--- config.mk ---
export PLATFORM = sky130hd
export DESIGN_NAME = alu8_flagged
export DESIGN_NICKNAME = d
export VERILOG_FILES = /design/src/rtl/alu8_pkg.sv /design/src/rtl/alu8_ripple_adder.sv /design/src/rtl/alu8_bitops.sv /design/src/rtl/alu8_status_reg.sv /design/src/rtl/alu8_flagged.sv
export SDC_FILE = /design/constraint.sdc
export NUM_CORES = 1
export LEC_CHECK = 0
export BUFFER_PORTS_ARGS = -buffer_cell sky130_fd_sc_hd__buf_2
export CORE_MARGIN = 3
export CORE_UTILIZATION = 51
export CTS_BUF_LIST = sky130_fd_sc_hd__clkbuf_2 sky130_fd_sc_hd__clkbuf_4 sky130_fd_sc_hd__clkbuf_8
export DETAILED_ROUTE_END_ITERATION = 8
export PLACE_DENSITY = 0.86
export SLEW_MARGIN = 10
export SYNTH_ARGS = -nofsm -noshare
export SYNTH_HDL_FRONTEND = slang
export SYNTH_SLANG_ARGS = --single-unit
--- constraint.sdc ---
create_clock -name clk -period 6.05 [get_ports clk]
set_input_delay 0.605 -clock clk [delete_from_list [all_inputs] [get_ports clk]]
set_output_delay 0.605 -clock clk [all_outputs]
set_load 0.005 [all_outputs]
--- src/rtl/alu8_pkg.sv ---
// Package: shared constants, operation codes and the per-operation flag mask.
// Assumes the status layout bit0 sign, bit1 carry, bit2 zero, bit3 overflow, bit4 IE.
package alu8_pkg;

    localparam int OP_W   = 4;
    localparam int STAT_W = 5;
    localparam int ST_SIGN  = 0;
    localparam int ST_CARRY = 1;
    localparam int ST_ZERO  = 2;
    localparam int ST_OVF   = 3;
    localparam int ST_IEN   = 4;

    typedef enum logic [OP_W-1:0] {
        OP_ADD = 4'd0,
        OP_CMP = 4'd1,
        OP_AND = 4'd2,
        OP_OR  = 4'd3,
        OP_XOR = 4'd4,
        OP_COM = 4'd5,
        OP_INC = 4'd6,
        OP_DEC = 4'd7,
        OP_SHL = 4'd8,
        OP_SHR = 4'd9,
        OP_CLR = 4'd10
    } alu_op_e;

    // Four arithmetic flags, packed so that bit n matches status bit n.
    typedef struct packed {
        logic ovf;
        logic zero;
        logic carry;
        logic sign;
    } flags_t;

    // Which flags an operation is allowed to write.
    function automatic flags_t flag_mask(input logic [OP_W-1:0] op);
        flags_t m;
        case (op)
            OP_ADD, OP_CMP, OP_INC, OP_DEC,
            OP_AND, OP_OR, OP_XOR,
            OP_COM, OP_SHL, OP_SHR: m = '{ovf: 1'b1, zero: 1'b1, carry: 1'b1, sign: 1'b1};
            default:                m = '0;
        endcase
        return m;
    endfunction

    // True for operations whose value is produced by the adder.
    function automatic logic uses_adder(input logic [OP_W-1:0] op);
        return (op == OP_ADD) || (op == OP_CMP) || (op == OP_INC) || (op == OP_DEC);
    endfunction

endpackage

--- src/rtl/alu8_ripple_adder.sv ---
// Module: ripple-carry adder exposing the carries out of the two top bits.
// Assumes WIDTH >= 2 so that a carry out of bit WIDTH-2 exists.
module alu8_ripple_adder #(
    parameter int WIDTH = 8
) (
    input  logic [WIDTH-1:0] a_i,
    input  logic [WIDTH-1:0] b_i,
    input  logic             cin_i,
    output logic [WIDTH-1:0] sum_o,
    output logic             c_top_o,
    output logic             c_sub_o
);

    logic [WIDTH:0] carry;

    assign carry[0] = cin_i;

    // One full adder per bit position.
    for (genvar i = 0; i < WIDTH; i++) begin : g_fa
        assign sum_o[i]     = a_i[i] ^ b_i[i] ^ carry[i];
        assign carry[i + 1] = (a_i[i] & b_i[i]) | (carry[i] & (a_i[i] ^ b_i[i]));
    end

    assign c_top_o = carry[WIDTH];
    assign c_sub_o = carry[WIDTH-1];

endmodule

--- src/rtl/alu8_bitops.sv ---
// Module: non-arithmetic datapath (logic, complement, shifts, clear).
// Assumes op codes from alu8_pkg; any code it does not handle yields zero.
module alu8_bitops
    import alu8_pkg::*;
#(
    parameter int WIDTH = 8
) (
    input  logic [OP_W-1:0]  op_i,
    input  logic [WIDTH-1:0] lhs_i,
    input  logic [WIDTH-1:0] rhs_i,
    input  logic [WIDTH-1:0] src_i,
    output logic [WIDTH-1:0] res_o
);

    // Select the bitwise or shift result for the current code.
    always_comb begin
        case (op_i)
            OP_AND:  res_o = lhs_i & rhs_i;
            OP_OR:   res_o = lhs_i | rhs_i;
            OP_XOR:  res_o = lhs_i ^ rhs_i;
            OP_COM:  res_o = ~src_i;
            OP_SHL:  res_o = {src_i[WIDTH-2:0], 1'b0};
            OP_SHR:  res_o = {1'b0, src_i[WIDTH-1:1]};
            default: res_o = '0;
        endcase
    end

endmodule

--- src/rtl/alu8_status_reg.sv ---
// Module: five-bit status register with per-flag write enables and a
// separate load path for the interrupt-enable bit. Synchronous active-low reset.
module alu8_status_reg
    import alu8_pkg::*;
(
    input  logic              clk,
    input  logic              rst_n,
    input  flags_t            wr_mask_i,
    input  flags_t            flags_i,
    input  logic              ien_we_i,
    input  logic              ien_d_i,
    output logic [STAT_W-1:0] status_o
);

    flags_t flags_q;
    logic   ien_q;

    // Write each arithmetic flag only where its mask bit is set.
    always_ff @(posedge clk) begin
        if (!rst_n) begin
            flags_q <= '0;
        end else begin
            flags_q <= (flags_i & wr_mask_i) | (flags_q & ~wr_mask_i);
        end
    end

    // Interrupt-enable bit follows its own strobe only.
    always_ff @(posedge clk) begin
        if (!rst_n) begin
            ien_q <= 1'b0;
        end else if (ien_we_i) begin
            ien_q <= ien_d_i;
        end
    end

    assign status_o = {ien_q, flags_q};

endmodule

--- src/rtl/alu8_flagged.sv ---
// Module: top of the 8-bit ALU. Routes operands to the adder or the bit
// datapath, derives sign/carry/zero/overflow and hands them to the status
// register with the operation's mask. Result is combinational; status is
// registered. Assumes DATA_W >= 2.
module alu8_flagged
    import alu8_pkg::*;
#(
    parameter int DATA_W = 8
) (
    input  logic              clk,
    input  logic              rst_n,
    input  logic              valid_i,
    input  logic [OP_W-1:0]   op_i,
    input  logic              src_sel_i,
    input  logic [DATA_W-1:0] lhs_i,
    input  logic [DATA_W-1:0] rhs_i,
    input  logic              ien_we_i,
    input  logic              ien_d_i,
    output logic [DATA_W-1:0] result_o,
    output logic [STAT_W-1:0] status_o
);

    localparam int MSB = DATA_W - 1;

    logic [DATA_W-1:0] src;
    logic [DATA_W-1:0] add_a;
    logic [DATA_W-1:0] add_b;
    logic              add_cin;
    logic [DATA_W-1:0] add_sum;
    logic              c_top;
    logic              c_sub;
    logic [DATA_W-1:0] bit_res;
    logic              arith;
    logic [DATA_W-1:0] flag_val;
    flags_t            flags_new;
    flags_t            wr_mask;

    assign src   = src_sel_i ? rhs_i : lhs_i;
    assign arith = uses_adder(op_i);

    // Choose adder inputs: add, reverse subtract, +1 or -1.
    always_comb begin
        case (op_i)
            OP_ADD: begin add_a = lhs_i; add_b = rhs_i;  add_cin = 1'b0; end
            OP_CMP: begin add_a = rhs_i; add_b = ~lhs_i; add_cin = 1'b1; end
            OP_INC: begin add_a = src;   add_b = '0;     add_cin = 1'b1; end
            OP_DEC: begin add_a = src;   add_b = '1;     add_cin = 1'b0; end
            default: begin add_a = '0;   add_b = '0;     add_cin = 1'b0; end
        endcase
    end

    alu8_ripple_adder #(.WIDTH(DATA_W)) u_adder (
        .a_i     (add_a),
        .b_i     (add_b),
        .cin_i   (add_cin),
        .sum_o   (add_sum),
        .c_top_o (c_top),
        .c_sub_o (c_sub)
    );

    alu8_bitops #(.WIDTH(DATA_W)) u_bitops (
        .op_i  (op_i),
        .lhs_i (lhs_i),
        .rhs_i (rhs_i),
        .src_i (src),
        .res_o (bit_res)
    );

    // Value the flags describe; compare uses the difference.
    assign flag_val = arith ? add_sum : bit_res;

    // Drive the result; compare leaves the destination operand untouched.
    always_comb begin
        if (op_i == OP_CMP) begin
            result_o = rhs_i;
        end else begin
            result_o = flag_val;
        end
    end

    // Derive the four arithmetic flags from the computed value.
    always_comb begin
        flags_new.sign  = ~flag_val[MSB];
        flags_new.zero  = (flag_val == '0);
        flags_new.carry = arith & c_top;
        flags_new.ovf   = arith & (c_top ^ c_sub);
    end

    assign wr_mask = valid_i ? flag_mask(op_i) : flags_t'('0);

    alu8_status_reg u_status (
        .clk       (clk),
        .rst_n     (rst_n),
        .wr_mask_i (wr_mask),
        .flags_i   (flags_new),
        .ien_we_i  (ien_we_i),
        .ien_d_i   (ien_d_i),
        .status_o  (status_o)
    );

endmodule

==> metrics.cfg, run 1 <==
[clock_network]
post_cts_buffers=0
cts_tree=built
numCtsBuffers=3
clk_pin_slew_ns=0.05
clockBufferDepth=2
cts.sinks=5
clkLatencyLatePin_ns=0.25
clockRootBuffer=clkbuf_4
h-tree-depth=1

[synth]
synth-edff-count=0
ys_seq_area_share_pct=6.15
synth_top_area_share_pct=12.3
yosysTopAreaCell=ha_1
synth_most_common_cell=inv_1
yosys_warnings=0
synthTopCellsByArea=ha_1 (12%), fa_1 (9.8%), a22oi_1 (8.3%)
netlist_instances=215
ys_ff_latch=5
syn_nets=265
syn-cell-area_um2=1630
syn_avg_cell_area_um2=7.57
synth_ff_type=dfxtp_1
postSynth.asyncResetShare_pct=0
ys_top_cells_by_count=inv_1 (23), a22oi_1 (18), nand2_1 (18), nor2_1 (17), ha_1 (16)
ys_types=41

[pwr]
irDropWorstVdd_v=0.0000555
p_leak_nw=0.881
p_total_w=0.000196
powerDensity_nw_per_um2=103

[layout]
finish.utilization_pct=65.8
fin_nets=307
register_area_um2=100
multi_input_area_um2=1350
insertedDiodeCount=0
area_growth_pct=17.4
fillers=269
layout-drive-gt1-share_pct=30.9

[global_route]
grt_max_degree=18
grt_pass1_wl_mm=7.22
grt_pass1_vias=1567
antenna_found_initial=0
grt-ovfl-total=0
grt_usage_pct=22.4

[worst_hold_path]
worstHoldPathCells=2
min-delay-path-class=reg -> reg

[die]
core_um2=2900
io_pins=39
die_y_um=62.5
die_x_um=62.5
num_rows=19
die_area_um2=3900
floorplan.initialDensity_pct=56.1

[route]
drt-initial-drc-count=106
postRouteAntennaNets=0
wl_mm=4.37
drc=0
vias=1767
avgViaCountPerCell=5.93
drt_first_pass_iters=4
post_drt_wl_per_cell_um=14.7

[setup_path]
path_delay_family=adder cells
worstPathCellList=buf_2 -> or2_1 -> o21ai_1 -> a22oi_1 -> or2_2 -> fa_2 -> fa_2 -> fa_2 -> fa_1 -> fa_1 -> fa_1 -> inv_1 -> fa_2 -> inv_1 -> fa_1 -> o22ai_2 -> a211oi_2 -> a21oi_1 -> buf_2
cp.arrival_ns=5.19
required_ns=5.44
path_max_fanout=6
start_kind=input port
crit_type=in -> out
r2r_slack_ns=5.43
worstRegToRegCells=2
slowest_stage=fa_1
critPathMaxStageDelay_ns=0.49
crit_buf_inv=4
worstSetupEndpointType=primary output

[sta]
max_freq_mhz=173
clock_skew_ns=0
period_share_pct=95.8
hold_viol=0
rsz0062_at_grt=false
fin_crit_ns=5.80
tns_ns=0
setup_viol_count_final=0
worst_slew_pin_slew_ns=0.623
relSlewSlack_pct=57.9
layout_setup_ws_ns=0.254
final_max_slew_viol_count=0

[placement]
place_ws_ns=0.0253
hpwl_mm=3.32
place.gp.congestion=0.954
port_buffers=38

[run]
cap_violations=0

[outcome]
status=completed

## metrics by stage
stage / hold WS (ns) / std cells / area, um2
floorplan: 0.477 / 215 / 1630
global route: 0.519 / 298 / 1910
detailed placement: 0.486 / 294 / 1860
finish: 0.488 / 298 / 1910
global placement: 0.473 / 294 / 1860
CTS: 0.492 / 298 / 1890
## layer usage
| metal | wire (um) | up-vias | track usage [%] |
|---|---|---|---|
| li1 | - | 842 | - |
| met4 | 112 | 0 | 6.89 |
| met3 | 465 | 14 | 5.22 |
| met5 | 0 | - | 0 |
| met2 | 1840 | 99 | 32.6 |
| met1 | 1950 | 812 | 32.3 |
## cell families after synthesis
family	count (synthesis)	share of synthesized area [%]
fa+ha+maj	24	22.2
xor+xnor	1	0.539
compound gates	63	26.2
simple gates	70	23.5
flops	5	6.15
buf+inv	38	11.9
mux	14	9.54
## worst max-delay path by stage
stage	from	endpoint	slack, ns	cells past startpoint
after global placement	op_i[1]	result_o[7]	0.06	19
after CTS	op_i[1]	result_o[7]	0.008	19
final	op_i[1]	result_o[7]	0.25	19
after global routing	op_i[1]	result_o[7]	0.02	19
after floorplan	op_i[1]	result_o[7]	0.21	18
after detailed placement	op_i[1]	result_o[7]	0.03	19
## worst register-to-register path: cells and delay by family, from the launching register on
| family | cells | cell delay [ns] |
|---|---|---|
| AOI/OAI and AO/OA | 1 | 0.14 |
| and+or+nand+nor | 1 | 0.06 |
| DFF | 1 | 0.31 |
## cells in the final DEF, fill, tap and decap left out, drive strengths merged, types with 8 or more instances in the layout
master	count
a21oi	11
a22oi	18
buf	51
fa	8
ha	16
inv	23
mux2i	11
nand2	18
nor2	18
o21ai	16
o22ai	9
or2	9
## timing repair
item	4_1_cts	5_1_grt
hold buffers	0	0
endpoints found under the setup margin	0	1
resized for setup	0	6
## where the power goes
part           switching (W)  total (W)  leakage, nW  internal [W]
Clock              0.0000156  0.0000452       0.0184     0.0000295
Sequential       0.000000609  0.0000351       0.0407     0.0000345
Combinational      0.0000647   0.000116        0.822     0.0000511
## final cells by class
class | instances | area share [%]
sequential | 5 | 5.24
timing repair buffer | 51 | 15.1
tap | 42 | 2.75
inverter | 24 | 4.78
clock buffer | 4 | 1.57
multi-input combinational | 172 | 70.6
No activity file was read; power rests on OpenSTA's default activity.
==> run 2: changes to the inputs <==
ABC_AREA = 1   (was unset)
==> run 2 against run 1 <==
Total power down 3.0%. Global-route usage up 2.6 points. Critical path type unchanged. Worst setup slack better by 0.045 ns. Non-clock buffer count is 6 lower. Sequential share of layout area shrank 0.054 points. Via count up 14%.
==> metrics.cfg, run 2 <==
[outcome]
status=completed  ; unchanged

[die]
die_x_um=62.6  ; was 62.5 um
num_rows=19  ; unchanged
core_um2=2900  ; unchanged
die_area_um2=3920  ; was 3900 um2
die_y_um=62.6  ; was 62.5 um
io_pins=39  ; unchanged
floorplan.initialDensity_pct=56.3  ; was 56.1%

[layout]
stdcell_area_um2=1930  ; was 1910 um2
finish.utilization_pct=66.5  ; was 65.8%
final_cell_mix=nand2_1 (70), nor2_1 (45), buf_2 (38), inv_1 (36), o21ai_0 (25)  ; was buf_2 (38), inv_1 (23), nand2_1 (18), a22oi_1 (18), nor2_1 (17)
layout-drive-gt1-share_pct=23.2  ; was 30.9%
final_common_cell=nand2_1  ; was buf_2
fin_nets=374  ; was 307
insertedDiodeCount=0  ; unchanged
area_growth_pct=18.1  ; was 17.4%

[route]
route.met2.wl_mm=2.23  ; was 1.84 mm
vias=2015  ; was 1767
wl_met1_mm=2.09  ; was 1.95 mm
drt_first_pass_iters=5  ; was 4
avgViaCountPerCell=5.52  ; was 5.93
wl_mm=4.84  ; was 4.37 mm
drt-initial-drc-count=142  ; was 106
post_drt_wl_per_cell_um=13.2  ; was 14.7 um
drc=0  ; unchanged
routed-wl-met3_um=440  ; was 465 um
topRoutingLayerUsed=met4  ; unchanged
postRouteAntennaNets=0  ; unchanged

[pwr]
powerDensity_nw_per_um2=98.5  ; was 103 nW/um2
irDropWorstVdd_v=0.000128  ; was 0.0000555 V
combPwrFrac_pct=57.9  ; was 59.1%
pwr-share-seq_pct=18.8  ; was 17.9%
p_switching_w=0.0000846  ; was 0.0000809 W
p_int_w=0.000106  ; was 0.000115 W
p_leak_nw=1.01  ; was 0.881 nW
p_sw_share_pct=44.5  ; was 41.3%
clockPowerShare_pct=23.3  ; was 23.0%

[sta]
tns_ns=0  ; unchanged
fin_crit_ns=5.75  ; was 5.80 ns
hold_viol=0  ; unchanged
hold_slack_ns=0.474  ; was 0.488 ns
period_share_pct=95.1  ; was 95.8%
max_freq_mhz=174  ; was 173 MHz
worst_slew_pin_slew_ns=0.871  ; was 0.623 ns
layout_setup_ws_ns=0.299  ; was 0.254 ns
setup_viol_count_final=0  ; unchanged
relSlewSlack_pct=41.3  ; was 57.9%
clock_skew_ns=0  ; unchanged
final_max_slew_viol_count=0  ; unchanged
rsz0062_at_grt=false  ; unchanged

[worst_hold_path]
whs_endpoint=u_status.status_o[0]
min-delay-path-class=reg -> reg  ; unchanged
worstHoldPathCells=2  ; unchanged
min-delay-start=u_status.status_o[0]

[synth]
ys_seq_area_share_pct=6.13  ; was 6.15%
ys_top_cells_by_count=nand2_1 (70), nor2_1 (45), inv_1 (36), o21ai_0 (25), ha_1 (16)  ; was inv_1 (23), a22oi_1 (18), nand2_1 (18), nor2_1 (17), ha_1 (16)
yosysTopAreaCell=nand2_1  ; was ha_1
synth_top_area_share_pct=16.1  ; was 12.3%
postSynth.asyncResetShare_pct=0  ; unchanged
synth_ff_type=dfxtp_1  ; unchanged
synth_most_common_cell=nand2_1  ; was inv_1
netlist_instances=280  ; was 215
ys_ff_latch=5  ; unchanged
ys_types=33  ; was 41
syn_nets=330  ; was 265
synth-edff-count=0  ; unchanged
syn_avg_cell_area_um2=5.84  ; was 7.57 um2
synthTopCellsByArea=nand2_1 (16%), ha_1 (12%), nor2_1 (10%)  ; was ha_1 (12%), fa_1 (9.8%), a22oi_1 (8.3%)
yosys_warnings=0  ; unchanged
syn-cell-area_um2=1630  ; about the same

[clock_network]
clockBufferDepth=2  ; unchanged
numCtsBuffers=3  ; unchanged
cts_tree=built  ; unchanged
clkLatencyLatePin_ns=0.24  ; was 0.25 ns
cts_resized=0  ; unchanged
h-tree-depth=1  ; unchanged
cts.sinks=5  ; unchanged
post_cts_buffers=0  ; unchanged
clk_pin_slew_ns=0.05  ; about the same
hold_buffers=0  ; unchanged
clockRootBuffer=clkbuf_4  ; unchanged

[placement]
place_ws_ns=0.125  ; was 0.0253 ns
place.gp.congestion=0.989  ; was 0.954
port_buffers=38  ; unchanged
hpwl_mm=3.90  ; was 3.32 mm
placed_area_um2=1890  ; was 1860 um2

[setup_path]
path_max_fanout=7  ; was 6
worstSetupEndpointType=primary output  ; unchanged
required_ns=5.44  ; about the same
crit_type=in -> out  ; unchanged
worstRegToRegCells=2  ; unchanged
r2r_slack_ns=5.43  ; about the same
cp.arrival_ns=5.15  ; was 5.19 ns
start_kind=input port  ; unchanged

[global_route]
antenna_found_initial=0  ; unchanged
grt_max_degree=22  ; was 18
grt_pass1_vias=1792  ; was 1567
grt-ovfl-total=0  ; unchanged
grt_usage_pct=25.0  ; was 22.4%
grt_pass1_wl_mm=8.08  ; was 7.22 mm

[run]
cap_violations=0  ; unchanged

-- run 2: per-stage QoR --
stage	total power, W	std cells
floorplan	0.000104	280
global placement	0.000141	361
detailed placement	0.000144	361
CTS	0.000190	365
global route	0.000212	365
finish	0.000190	365
-- run 2: worst max-delay path, cell delays in order --
cell and delay (ns):
buf_2 0.15, inv_2 0.10, nand2_2 0.09, nor2_4 0.14, inv_1 0.07, nor2_1 0.09, inv_1 0.06, o21ai_0 0.07
a21oi_1 0.08, fa_2 0.36, fa_2 0.41, fa_2 0.40, fa_1 0.43, fa_1 0.38, fa_1 0.36, inv_1 0.07
fa_1 0.20, inv_1 0.07, fa_1 0.42, or2_1 0.25, nand3_1 0.09, nand2_1 0.06, o21ai_0 0.06, buf_2 0.13
-- run 2: layer usage --
layer  vias up  global-route usage [%]
met5         -                       0
met4         0                    5.79
met3        11                    4.50
met2       111                    41.4
met1       902                    33.5
li1        991                       -
-- run 2: cell type report --
type / instances / area, um2
clock buffer: 4 / 30.0
fill: 293 / 971
inverter: 41 / 154
multi-input combinational: 228 / 1350
sequential: 5 / 100
tap: 42 / 52.6
timing repair buffer: 45 / 243
-- run 2: how the worst max path moves through the flow --
stage | start | endpoint
finish | op_i[1] | result_o[7]
global route | op_i[1] | result_o[7]
CTS | op_i[1] | result_o[7]
detailed placement | op_i[1] | result_o[7]
global placement | op_i[1] | result_o[7]
floorplan | op_i[1] | result_o[7]
-- run 2: power by group through the flow --
stage | Clock (W) | Sequential (W) | Combinational (W)
2_1_floorplan | 0 | 0.0000364 | 0.0000675
3_3_place_gp | 0 | 0.0000362 | 0.000105
3_5_place_dp | 0 | 0.0000363 | 0.000107
4_1_cts | 0.0000464 | 0.0000357 | 0.000108
5_1_grt | 0.0000518 | 0.0000359 | 0.000124
6_report | 0.0000443 | 0.0000357 | 0.000110
-- run 2: cell families after synthesis --
group	count (synthesis)	synth area share [%]
DFF	5	6.13
xor gates and xnor gates	1	0.536
and+or+nand+nor	144	37.5
buffers and inverters	47	12.0
adders and majority gates	24	22.1
AOI/OAI and AO/OA	59	21.7
